===== src/rtl/mmio_out_pkg.sv =====
package mmio_out_pkg;
   localparam int OFS_BYTE = 0;
   localparam int OFS_STAT = 2;
   localparam int OFS_VECT = 4;
   localparam int BIT_RDY  = 7;
   localparam int BIT_IEN  = 2;
   localparam int BIT_PND  = 1;
   localparam int BIT_ERR  = 0;
   typedef enum logic [1:0] {
      SEL_NONE = 2'd0,
      SEL_BYTE = 2'd1,
      SEL_STAT = 2'd2,
      SEL_VECT = 2'd3
   } reg_sel_e;
endpackage


===== src/rtl/mmio_out_decode.sv =====
module mmio_out_decode
   import mmio_out_pkg::*;
#(
   parameter int          ADDR_W = 16,
   parameter logic [15:0] BASE   = 16'h8000
) (
   input  logic [ADDR_W-1:0] addr,
   output reg_sel_e          sel
);
   localparam logic [ADDR_W-1:0] A_BYTE = ADDR_W'(BASE) + ADDR_W'(OFS_BYTE);
   localparam logic [ADDR_W-1:0] A_STAT = ADDR_W'(BASE) + ADDR_W'(OFS_STAT);
   localparam logic [ADDR_W-1:0] A_VECT = ADDR_W'(BASE) + ADDR_W'(OFS_VECT);

   always_comb begin
      if (addr == A_BYTE)      sel = SEL_BYTE;
      else if (addr == A_STAT) sel = SEL_STAT;
      else if (addr == A_VECT) sel = SEL_VECT;
      else                     sel = SEL_NONE;
   end
endmodule


===== src/rtl/mmio_out_xfer.sv =====
module mmio_out_xfer #(
   parameter int BYTE_W = 8,
   parameter int SETTLE = 2
) (
   input  logic              clk,
   input  logic              rst_n,
   input  logic              wr_byte,
   input  logic [BYTE_W-1:0] wbyte,
   input  logic              dev_accept,
   output logic              take,
   output logic              ready,
   output logic              ready_rise,
   output logic              dev_valid,
   output logic [BYTE_W-1:0] dev_byte
);
   localparam int CNT_W = (SETTLE < 1) ? 1 : $clog2(SETTLE + 1);

   logic handoff;
   assign take    = wr_byte & ready;
   assign handoff = dev_valid & dev_accept;

   always_ff @(posedge clk or negedge rst_n) begin
      if (!rst_n) begin
         dev_valid <= 1'b0;
         dev_byte  <= '0;
      end else if (take) begin
         dev_valid <= 1'b1;
         dev_byte  <= wbyte;
      end else if (handoff) begin
         dev_valid <= 1'b0;
      end
   end

   generate
      if (SETTLE == 0) begin : g_direct
         always_ff @(posedge clk or negedge rst_n) begin
            if (!rst_n) begin
               ready      <= 1'b1;
               ready_rise <= 1'b0;
            end else begin
               ready_rise <= 1'b0;
               if (take) begin
                  ready <= 1'b0;
               end else if (handoff) begin
                  ready      <= 1'b1;
                  ready_rise <= 1'b1;
               end
            end
         end
      end else begin : g_timed
         logic [CNT_W-1:0] cnt;
         always_ff @(posedge clk or negedge rst_n) begin
            if (!rst_n) begin
               ready      <= 1'b1;
               ready_rise <= 1'b0;
               cnt        <= '0;
            end else begin
               ready_rise <= 1'b0;
               if (take) begin
                  ready <= 1'b0;
               end else if (handoff) begin
                  cnt <= CNT_W'(SETTLE);
               end else if (cnt != '0) begin
                  cnt <= cnt - 1'b1;
                  if (cnt == CNT_W'(1)) begin
                     ready      <= 1'b1;
                     ready_rise <= 1'b1;
                  end
               end
            end
         end
      end
   endgenerate
endmodule


===== src/rtl/mmio_out_ctrl.sv =====
module mmio_out_ctrl
   import mmio_out_pkg::*;
#(
   parameter int                BYTE_W    = 8,
   parameter logic [BYTE_W-1:0] VEC_RESET = 8'h0F
) (
   input  logic              clk,
   input  logic              rst_n,
   input  logic              stat_wr,
   input  logic              vect_wr,
   input  logic [BYTE_W-1:0] wbyte,
   input  logic              take,
   input  logic              ready_rise,
   input  logic              dev_err,
   output logic              ien,
   output logic              pend,
   output logic              err,
   output logic [BYTE_W-1:0] vect
);
   always_ff @(posedge clk or negedge rst_n) begin
      if (!rst_n) begin
         ien  <= 1'b0;
         vect <= VEC_RESET;
      end else begin
         if (stat_wr) ien  <= wbyte[BIT_IEN];
         if (vect_wr) vect <= wbyte;
      end
   end

   always_ff @(posedge clk or negedge rst_n) begin
      if (!rst_n)                   pend <= 1'b0;
      else if (take)                pend <= 1'b0;
      else if (ready_rise && ien)   pend <= 1'b1;
   end

   always_ff @(posedge clk or negedge rst_n) begin
      if (!rst_n)                           err <= 1'b0;
      else if (dev_err)                     err <= 1'b1;
      else if (stat_wr && !wbyte[BIT_ERR])  err <= 1'b0;
   end
endmodule


===== src/rtl/mmio_out_port.sv =====
module mmio_out_port
   import mmio_out_pkg::*;
#(
   parameter int          ADDR_W    = 16,
   parameter int          DATA_W    = 16,
   parameter int          BYTE_W    = 8,
   parameter logic [15:0] BASE      = 16'h8000,
   parameter int          SETTLE    = 2,
   parameter logic [7:0]  VEC_RESET = 8'h0F
) (
   input  logic              clk,
   input  logic              rst_n,
   input  logic [ADDR_W-1:0] addr,
   input  logic              wr_en,
   input  logic              rd_en,
   input  logic [DATA_W-1:0] wdata,
   output logic [DATA_W-1:0] rdata,
   input  logic              iack,
   output logic              irq,
   input  logic              dev_err,
   input  logic              dev_accept,
   output logic              dev_valid,
   output logic [BYTE_W-1:0] dev_byte
);
   initial begin
      if (BYTE_W < 8)       $error("BYTE_W must cover status bit 7");
      if (DATA_W < BYTE_W)  $error("DATA_W narrower than BYTE_W");
      if (BASE[0] != 1'b0)  $error("BASE must be even");
      if (SETTLE < 0)       $error("SETTLE must be non-negative");
   end

   reg_sel_e          sel;
   logic [BYTE_W-1:0] wbyte;
   logic              take, ready, ready_rise;
   logic              ien, pend, err;
   logic [BYTE_W-1:0] vect, stat;

   assign wbyte = wdata[BYTE_W-1:0];

   mmio_out_decode #(.ADDR_W(ADDR_W), .BASE(BASE)) u_dec (
      .addr(addr), .sel(sel)
   );

   mmio_out_xfer #(.BYTE_W(BYTE_W), .SETTLE(SETTLE)) u_xfer (
      .clk(clk), .rst_n(rst_n),
      .wr_byte(wr_en && sel == SEL_BYTE), .wbyte(wbyte),
      .dev_accept(dev_accept), .take(take), .ready(ready),
      .ready_rise(ready_rise), .dev_valid(dev_valid), .dev_byte(dev_byte)
   );

   mmio_out_ctrl #(.BYTE_W(BYTE_W), .VEC_RESET(BYTE_W'(VEC_RESET))) u_ctrl (
      .clk(clk), .rst_n(rst_n),
      .stat_wr(wr_en && sel == SEL_STAT), .vect_wr(wr_en && sel == SEL_VECT),
      .wbyte(wbyte), .take(take), .ready_rise(ready_rise), .dev_err(dev_err),
      .ien(ien), .pend(pend), .err(err), .vect(vect)
   );

   always_comb begin
      stat          = '0;
      stat[BIT_RDY] = ready;
      stat[BIT_IEN] = ien;
      stat[BIT_PND] = pend;
      stat[BIT_ERR] = err;
   end

   assign irq = ien & ready;

   always_comb begin
      rdata = '0;
      if (iack) begin
         rdata[BYTE_W-1:0] = vect;
      end else if (rd_en) begin
         case (sel)
            SEL_BYTE: rdata[BYTE_W-1:0] = dev_byte;
            SEL_STAT: rdata[BYTE_W-1:0] = stat;
            SEL_VECT: rdata[BYTE_W-1:0] = vect;
            default:  rdata = '0;
         endcase
      end
   end
endmodule


===== config.mk =====
export PLATFORM = sky130hd
export DESIGN_NAME = mmio_out_port
export DESIGN_NICKNAME = d
export VERILOG_FILES = /design/src/rtl/mmio_out_pkg.sv /design/src/rtl/mmio_out_decode.sv /design/src/rtl/mmio_out_xfer.sv /design/src/rtl/mmio_out_ctrl.sv /design/src/rtl/mmio_out_port.sv
export SDC_FILE = /design/constraint.sdc
export NUM_CORES = 1
export LEC_CHECK = 0
export BUFFER_PORTS_ARGS = -buffer_cell sky130_fd_sc_hd__buf_2
export CAP_MARGIN = 5
export CELL_PAD_IN_SITES_DETAIL_PLACEMENT = 1
export CELL_PAD_IN_SITES_GLOBAL_PLACEMENT = 1
export CORE_MARGIN = 2
export CORE_UTILIZATION = 36
export CTS_BUF_LIST = sky130_fd_sc_hd__clkbuf_16
export DETAILED_ROUTE_END_ITERATION = 16
export GPL_TIMING_DRIVEN = 0
export HOLD_SLACK_MARGIN = 0.02
export PLACE_DENSITY_LB_ADDON = 0.12
export SETUP_SLACK_MARGIN = 0.3
export SLEW_MARGIN = 20
export SYNTH_ARGS = -nofsm -noshare
export SYNTH_HDL_FRONTEND = slang
export SYNTH_SLANG_ARGS = --single-unit

===== constraint.sdc =====
create_clock -name clk -period 4.8 [get_ports clk]
set_clock_uncertainty 0.2 [all_clocks]
set_input_delay 0.96 -clock clk [delete_from_list [all_inputs] [get_ports clk]]
set_output_delay 0.96 -clock clk [all_outputs]
set_load 0.02 [all_outputs]

# Word level (Yosys, flattened, before mapping)
# Index checks and enable logic that the tools add are counted.
dict set report totals {
  ff_bits 24
  in_bits 39
  output_inout_bits 26
  elab_cells 60
}
dict set report op_classes {
  add_sub_neg 1
  n_eq_ne 8
  n_mux 23
  n_bitwise 4
  reduce_logical 15
}
# cell n
set ops {}
lappend ops {{16-bit == test, second input constant} 3}
lappend ops {{8-bit two-way mux} 3}
lappend ops {{8-bit one-hot mux with 3 select lines} 1}
lappend ops {{1-bit two-way mux} 14}
lappend ops {{2-bit nonzero test} 7}
lappend ops {{2-bit two-way mux} 5}
lappend ops {{1-bit logical AND} 5}
lappend ops {{2-bit by 1-bit == test with 1-bit output, second input constant} 2}
lappend ops {{2-bit == test, second input constant} 2}
lappend ops {{1-bit bitwise AND} 3}
lappend ops {{3-bit AND reduction} 1}
lappend ops {{2-bit inequality test, second input constant} 1}
lappend ops {{2-bit AND reduction} 1}
lappend ops {{2-bit by 1-bit subtractor with 2-bit output, second input constant} 1}
lappend ops {{1-bit logical NOT} 1}
lappend ops {{1-bit NOT} 1}

# Depth between registers and ports, before layout
# Gate-level depths: netlist (run 1).
dict set report depth {
  ltp_word 9
  ltp_mapped 5
  ltp_nobuf 5
}

# By module
# Synthesis (run 1) repeated with hierarchy kept, for this count alone.
dict set report hier_totals {
  cells_unflattened 108
  hier_area_um2 1343.8
}
# module n_inst cells_per_inst area_each_um2 seq_area_each_um2
set modules_own_cells {}
lappend modules_own_cells {mmio_out_xfer 1 42 588.1 326.6}
lappend modules_own_cells {mmio_out_ctrl 1 25 445.4 280.3}
lappend modules_own_cells {mmio_out_port 1 32 252.7 0.0}
lappend modules_own_cells {mmio_out_decode 1 9 57.6 0.0}

# Least setup slack after synthesis (run 1)
# Ideal clock, no wire load.
dict set report synth_timing {
  path_type {input to output}
  from {input addr[13]}
  to {output rdata[0]}
  arrival_ps 2271
  required_time_ps 3640
  setup_slack_ps 1369
  path_stages 4
  n_path_buf 0
  cell_sequence {nor4_1 -> nand3_1 -> o31ai_4 -> a221o_1}
}
dict set report synth_between {
  elab_chain_len 8
  elab_cells_between_ends 12
  cone_classes {6 x eq/ne; 6 x mux}
}
# item line_no
set synth_lines {}
lappend synth_lines {{start: declaration} mmio_out_port.sv:13} ;# input logic [ADDR_W-1:0] addr,
lappend synth_lines {{16-bit == test} mmio_out_decode.sv:17} ;# else if (addr == A_VECT) sel = SEL_VECT;
lappend synth_lines {{2-bit two-way mux} mmio_out_decode.sv:17}
lappend synth_lines {{2-bit two-way mux} mmio_out_decode.sv:16} ;# else if (addr == A_STAT) sel = SEL_STAT;
lappend synth_lines {{2-bit two-way mux (*)} mmio_out_decode.sv:15} ;# if (addr == A_BYTE) sel = SEL_BYTE;
lappend synth_lines {{2-bit == test or 2-bit by 1-bit == test with 1-bit output (tied branches)} mmio_out_port.sv:73} ;# case (sel)
lappend synth_lines {{8-bit one-hot mux with 3 select lines (*)} mmio_out_port.sv:73}
lappend synth_lines {{8-bit two-way mux (*)} mmio_out_port.sv:72} ;# end else if (rd_en) begin
lappend synth_lines {{8-bit two-way mux (*)} mmio_out_port.sv:70} ;# if (iack) begin
lappend synth_lines {{end: declaration} mmio_out_port.sv:17} ;# output logic [DATA_W-1:0] rdata,
# Mark *: on every way between the ends. The rest lies on a longest branch, timed or not.

# Worst setup path in the final report (run 1)
dict set report layout_timing {
  from {input addr[13]}
  to {output rdata[1]}
}
# The elaborated chain is that of the path after synthesis.

==> results of run 1 <==
## worst paths after layout
| kind | slack [ps] | to | start |
|---|---|---|---|
| max | 930 | rdata[1] | addr[13] |
| max in group asynchronous | 3550 | u_xfer.ready$_DFFE_PN1P_ | rst_n |
| min | 310 | u_ctrl.vect[7]$_DFFE_PN0P_ | u_ctrl.vect[7]$_DFFE_PN0P_ |
| min in group asynchronous | 480 | u_xfer.dev_valid$_DFFE_PN0P_ | rst_n |
| min reg2reg | 310 | u_ctrl.vect[7]$_DFFE_PN0P_ | u_ctrl.vect[7]$_DFFE_PN0P_ |
| max reg2reg | 3000 | u_xfer.dev_byte[6]$_DFFE_PN0P_ | u_xfer.ready$_DFFE_PN1P_ |
## synth_stat cells, drive strengths merged
cell,count
a22o,5
mux2,17
nor4b,3
nor4,4
nor3,7
dfrtp,19
and3,1
nor2,5
nand3,2
or3,1
nand2,6
a221o,4
a32oi,1
a21oi,4
or4b,1
and2,2
conb,1
inv,9
ha,2
dfstp,5
o21ai,1
buf,9
o31ai,2
## metrics by stage
stage | cell area, µm² | worst slack [ps]
CTS | 1720 | 884
global route | 1720 | 671
detailed placement | 1640 | 872
global placement | 1640 | 908
floorplan | 1340 | 1370
finish | 1720 | 927
## kinds of logic (layout without fill, tap and decap cells)
group           Yosys count  in the layout  share of synthesized area
buf+inv                  18             70                     0.0800
flops                    24             24                      0.462
compound gates           17             17                      0.111
mux                      17             17                      0.163
other cells               1              8                    0.00285
simple gates             32             32                      0.162
fa+ha+maj                 2              2                     0.0190
## power by group through the flow
stage / logic (µW) / registers (µW) / clock network, µW
floorplan: 55.1 / 224 / 0
global route: 99.5 / 224 / 194
global placement: 81.3 / 225 / 0
detailed placement: 86.7 / 226 / 0
finish: 86.2 / 222 / 178
CTS: 87.2 / 223 / 182
## state kept, by name, summed over array words and instances, names as in the netlist
name                cells
u_ctrl.vect             8
u_xfer.dev_byte         8
u_xfer.g_timed.cnt      2
u_ctrl.err              1
u_ctrl.ien              1
u_ctrl.pend             1
u_xfer.dev_valid        1
u_xfer.ready            1
u_xfer.ready_rise       1
## metal layers
metal | part of all wire | routed length, µm | GRT usage
met2 | 0.49 | 1560 | 0.284
met5 | 0 | 0 | 0
met3 | 0.059 | 187 | 0.0278
met4 | 0.011 | 34 | 0.0479
met1 | 0.44 | 1390 | 0.213
## cell type report
cell class / instances / area (µm²) / share of cell area
Timing Repair Buffer: 48 / 240 / 0.140
Sequential cell: 24 / 607 / 0.353
Tap cell: 46 / 57.6 / 0.0335
Clock buffer: 3 / 75.1 / 0.0437
Inverter: 9 / 33.8 / 0.0197
Multi-Input combinational cell: 76 / 628 / 0.366
Buffer: 9 / 71.3 / 0.0415
Clock inverter: 1 / 3.75 / 0.00219
==> summary.md, run 1 <==
| Metric | Value |
|---|---|
| Mean number of vias per cell | `4.92` |
| Rel. slew slack | `0.647` |
| DP HPWL | `2.42 mm` |
| Max FO, Critical Path | `8` |
| CP most frequent cell | `buf_2` |
| Count of synthesis-stage warnings from yosys | `0` |
| Cell count after synthesis | `111` |
| Final min period | `3870 ps` |
| CP Cell Sequence | `buf_2, nor4_1, nand3_1, o31ai_4, a221o_1, buf_2` |
| Antenna violations before repair | `0` |
| Largest stage delay, worst path | `550 ps` |
| Fin Setup TNS | `0 ps` |
| Fillers | `388` |
| Total power after layout | `~500 µW` |
| Status | `finished, final reports clean` |
| Worst hold path cell count | `1` |
| Buffers on Ports | `48` |
| Effective utilization at floorplan | `0.385` |
| Critical path arrival | `2710 ps` |
| Power spent charging and discharging nets | `120 µW` |
| Cell chosen for the clock root | `clkbuf_16` |
| Cell Area, Synth | `around 1300 µm²` |
| Die Span X | `64.4 µm` |
| Distinct cells, synth | `31` |
| Total wirelength of the detailed-routed design | `3.18 mm` |
| Sequential fraction of the synthesis area | `0.462` |
| Aggregate global routing overflow | `0` |
| Average size of a mapped cell | `11.8 µm²` |
| Commonest non-fill, non-tap cell in the layout | `buf_2` |
| Core area | `3420 µm²` |
| Number of max-slew violations in the final report | `0` |
| Crit-path slowest cell | `o31ai_4` |
| Count of maximum capacitance violations | `0` |
| Final hold violations | `0` |
| H-tree levels | `1` |
| Worst skew pair latency | `250 ps` |
| Global-route usage over all layers | `0.165` |
| Period Utilization, post-route | `0.807` |
| Endpoint kind of the worst setup timing path | `output pin` |
| Final cell count without fillers | `roughly 220` |
| Via count of the first global-routing pass | `1090` |
| Most frequent cells in the layout | `buf_2 (48), dfrtp_1 (19), mux2_2 (10)` |
| TritonCTS clock tree | `yes` |
| Number of rows in the core area | `21` |
| Number of sinks handled by clock tree synthesis | `24` |
| First-pass GRT wire length | `approximately 5.2 mm` |
| Number of gates on the worst path with buffers counted | `6` |
| Clock transition at the register clock pins on the worst setup and hold paths after CTS | `60 ps` |
| Die Outline Area | `approximately 4100 µm²` |
| Crit start category | `primary input` |
| Cell Pwr Density | `283 nW/µm²` |
| Area share of the largest cell type after synthesis | `0.362` |
| Unrepaired setup endpoints after global routing | `no` |
| Classification of the worst setup path | `primary input to output pin` |
| Comb pwr share | `0.177` |
| Leakage dissipation | `between 0.0008 and 0.0009 µW` |
| Part of the total power dissipated in the clock network | `0.366` |
| Transition time at the pin with the least slew margin | `between 500 and 600 ps` |
| Average wire per standard cell | `about 15 µm` |
| Family with the most delay on the worst path | `compound AO/OA/AOI/OAI gates` |
| Final setup fails | `0` |
| Share of the core filled with cells | `0.503` |
| Hold Buf Count CTS | `0` |
| Diodes inserted | `0` |
| Total clock buffers created by CTS | `3` |
| Top Ports | `65` |
| Hold_ws | `around 310 ps` |
| Placer Congestion | `0.770` |
| Sequential share of power | `0.456` |
| Router iterations before antenna repair | `3` |
| Chip height | `64.4 µm` |
| Class of the most critical hold timing path | `register to register` |
| Buffers and inverters on the worst path | `2` |
| Highest attainable clock frequency | `258 MHz` |
| Number of nets still failing antenna checks after routing | `0` |
| Internal power of the cells | `366 µW` |
| Req. time, crit path | `3640 ps` |
| Post-layout nets | `212` |
| Cell count after placement | `roughly 210` |
| Post-CTS Setup Inserts | `0` |
| DRC Markers | `0` |
| Post-cts sizing count | `0` |
| Pin count of the biggest net entering global routing | `25` |
| Vias post-DR | `1062` |
| R2R cell count | `4` |
| Highest ir drop seen on vdd | `167 µV` |
| Switching part of the total | `0.247` |
| Longest Clk Path Bufs | `2` |
| Share of layout cells above drive strength 1 | `0.524` |
| Register bit total from synthesis | `24` |
| Cell taking the most area after synthesis | `dfrtp_1` |
| Iteration-0 DRC Markers | `20` |
| Syn-to-layout area delta | `30.7%` |
| Top cells by area, synth | `dfrtp_1 (36%), dfstp_2 (10%), mux2_2 (8.6%), mux2_4 (6.9%), buf_4 (4.6%)` |
Power figures use the tool's default switching activity.
==> run 2, diff against run 1 <==
- CORE_UTILIZATION: 36 -> 30
- clock period: 4.8 -> 3.2 ns (I/O delays scaled with it)
==> run 2 against run 1 <==
Net effect: total power rose by 54%; critical path type unchanged; critical path depth rose by 2; sequential power rose by 50%; cell area rose by 11%; first-iteration DRC count rose by 100%.
==> summary.md, run 2 (synthesis results as in run 1) <==
| Metric | Value |
|---|---|
| Status | `finished, final reports clean (unchanged)` |
| Most frequent cells in the layout | `buf_2 (41), dfrtp_1 (19), buf_4 (18) (was buf_2 (48), dfrtp_1 (19), mux2_2 (10))` |
| Number of sinks handled by clock tree synthesis | `24 (unchanged)` |
| Max FO, Critical Path | `8 (unchanged)` |
| Worst skew pair latency | `250 ps (about the same)` |
| Rel. slew slack | `0.616 (was 0.647)` |
| Top Ports | `65 (unchanged)` |
| Via count of the first global-routing pass | `1202 (was 1090)` |
| R2R cell count | `4 (unchanged)` |
| Share of layout cells above drive strength 1 | `0.588 (was 0.524)` |
| Unrepaired setup endpoints after global routing | `yes (was no)` |
| Footprint of the multi-input gates | `713 µm² (was 628 µm²)` |
| DRC Markers | `0 (unchanged)` |
| Iteration-0 DRC Markers | `40 (was 20)` |
| Endpoint kind of the worst setup timing path | `output pin (unchanged)` |
| Crit-path slowest cell | `nor4_4 (was o31ai_4)` |
| Fin Setup TNS | `0 ps (unchanged)` |
| Number of rows in the core area | `24 (was 21)` |
| Destination of the worst register-to-register timing path | `u_xfer.dev_byte[4]$_DFFE_PN0P_ (was u_xfer.dev_byte[6]$_DFFE_PN0P_)` |
| Longest Clk Path Bufs | `2 (unchanged)` |
| Transition time at the pin with the least slew margin | `575 ps (was 529 ps)` |
| Aggregate global routing overflow | `0 (unchanged)` |
| Crit start category | `primary input (unchanged)` |
| Largest stage delay, worst path | `300 ps (was 550 ps)` |
| Cell chosen for the clock root | `clkbuf_16 (unchanged)` |
| Share of the core filled with cells | `0.443 (was 0.503)` |
| Diodes inserted | `0 (unchanged)` |
| Die Outline Area | `4920 µm² (was 4150 µm²)` |
| Beginning of the worst register-to-register path | `u_xfer.ready$_DFFE_PN1P_ (unchanged)` |
| Number of nets still failing antenna checks after routing | `0 (unchanged)` |
| Core area | `4290 µm² (was 3420 µm²)` |
| First-pass GRT wire length | `5.73 mm (was 5.24 mm)` |
| Effective utilization at floorplan | `0.306 (was 0.385)` |
| Placer Congestion | `0.829 (was 0.770)` |
| Final min period | `2850 ps` |
| Family with the most delay on the worst path | `buffers and inverters (was compound AO/OA/AOI/OAI gates)` |
| Leakage dissipation | `0.000967 µW (was 0.000893 µW)` |
| Req. time, crit path | `2360 ps (was 3640 ps)` |
| Chip height | `70.2 µm (was 64.4 µm)` |
| Pin count of the biggest net entering global routing | `25 (unchanged)` |
| Vias post-DR | `1124 (was 1062)` |
| Period Utilization, post-route | `0.891` |
| Average wire per standard cell | `15.6 µm (was 14.7 µm)` |
| CP Cell Sequence | `buf_2, nor4_4, nand3_2, buf_6, o31ai_4, buf_12, a221o_1, buf_4 (was buf_2, nor4_1, nand3_1, o31ai_4, a221o_1, buf_2)` |
| Final setup fails | `0 (unchanged)` |
| Highest ir drop seen on vdd | `285 µV (was 167 µV)` |
| Buffers and inverters on the worst path | `4 (was 2)` |
| FF+latch area | `607 µm² (unchanged)` |
| Class of the most critical hold timing path | `primary input to async pin (was register to register)` |
| H-tree levels | `1 (unchanged)` |
| Area of placed instances | `1650 µm² (was 1640 µm²)` |
| Syn-to-layout area delta | `44.9% (was 30.7%)` |
| Classification of the worst setup path | `primary input to output pin (unchanged)` |
| Die Span X | `70.2 µm (was 64.4 µm)` |
| Commonest non-fill, non-tap cell in the layout | `buf_2 (unchanged)` |
| Fillers | `497 (was 388)` |
| Cell Pwr Density | `394 nW/µm² (was 283 nW/µm²)` |
| Buffers on Ports | `48 (unchanged)` |
| Number of max-slew violations in the final report | `0 (unchanged)` |
| Critical path arrival | `2010 ps (was 2710 ps)` |
| Total clock buffers created by CTS | `3 (unchanged)` |
| Mean number of vias per cell | `4.91 (was 4.92)` |
| Hold Buf Count CTS | `0 (unchanged)` |
| Global-route usage over all layers | `0.147 (was 0.165)` |
| Clock transition at the register clock pins on the worst setup and hold paths after CTS | `60 ps (about the same)` |
| DP HPWL | `2.59 mm (was 2.42 mm)` |
| TritonCTS clock tree | `yes (unchanged)` |
| Total power after layout | `750 µW (was 487 µW)` |
| Highest attainable clock frequency | `351 MHz` |
| Router iterations before antenna repair | `4 (was 3)` |
| Post-layout instance area | `1900 µm² (was 1720 µm²)` |
| Post-layout nets | `219 (was 212)` |
| Antenna violations before repair | `0 (unchanged)` |
| Final hold violations | `0 (unchanged)` |
| Count of maximum capacitance violations | `0 (unchanged)` |
| Minimum setup slack among reg-to-reg paths | `1380 ps (was 3000 ps)` |
| Total wirelength of the detailed-routed design | `3.56 mm (was 3.18 mm)` |
| Biggest regs | `u_ctrl.vect (8), u_xfer.dev_byte (8), u_xfer.g_timed.cnt (2) (unchanged)` |
-- run 2: cell types whose count changed in the layout (fill, tap and decap cells not counted), moves of 2 or more --
cell / before / now
buf_6: 1 / 4
nor4_1: 2 / 0
buf_4: 8 / 18
nor4_4: 0 / 2
buf_2: 48 / 41
nor4b_1: 2 / 0
nor4b_4: 0 / 2
-- run 2: layout make-up --
type                            instances  share of cell area
Timing Repair Buffer                   55               0.176
Clock inverter                          1             0.00197
Tap cell                               52              0.0342
Sequential cell                        24               0.319
Buffer                                  9              0.0375
Multi-Input combinational cell         76               0.375
Inverter                                9              0.0178
Clock buffer                            3              0.0394
-- run 2: how the worst max path moves through the flow --
stage / startpoint / endpoint / slack (ps) / cells past startpoint
finish: addr[12] / rdata[1] / 350 / 8
global route: iack / rdata[1] / 280 / 8
CTS: addr[13] / rdata[1] / 300 / 8
detailed placement: addr[13] / rdata[1] / -110 / 6
global placement: addr[13] / rdata[1] / -80 / 6
floorplan: addr[13] / rdata[0] / 410 / 4
-- run 2: through the flow --
| step | hold slack [ps] | instances | worst slack [ps] |
|---|---|---|---|
| after floorplan | 144 | 118 | 409 |
| after global placement | 290 | 218 | -78.0 |
| after detailed placement | 301 | 218 | -107 |
| after CTS | 191 | 229 | 302 |
| after global routing | 217 | 229 | 281 |
| final | 178 | 229 | 349 |
-- run 2: per-layer routing --
layer / vias up / track usage / wire length (µm)
met4: 0 / 0.0385 / 37
met5: - / 0 / 0
met1: 557 / 0.175 / 1420
met2: 38 / 0.276 / 1920
li1: 525 / - / -
met3: 4 / 0.0188 / 189
-- run 2: timing repair --
action	4_1_cts	5_1_grt
pin swaps	4	3
setup endpoints to repair	8	8
gates resized for setup	10	14
cloned	0	0
setup buffers	7	0
-- run 2: where the power goes --
group / switching (µW) / internal [µW] / leakage (µW)
Sequential: 10.5 / 324 / 0.000301
Clock: 103 / 167 / 0.0000385
Combinational: 80.3 / 65.1 / 0.000628
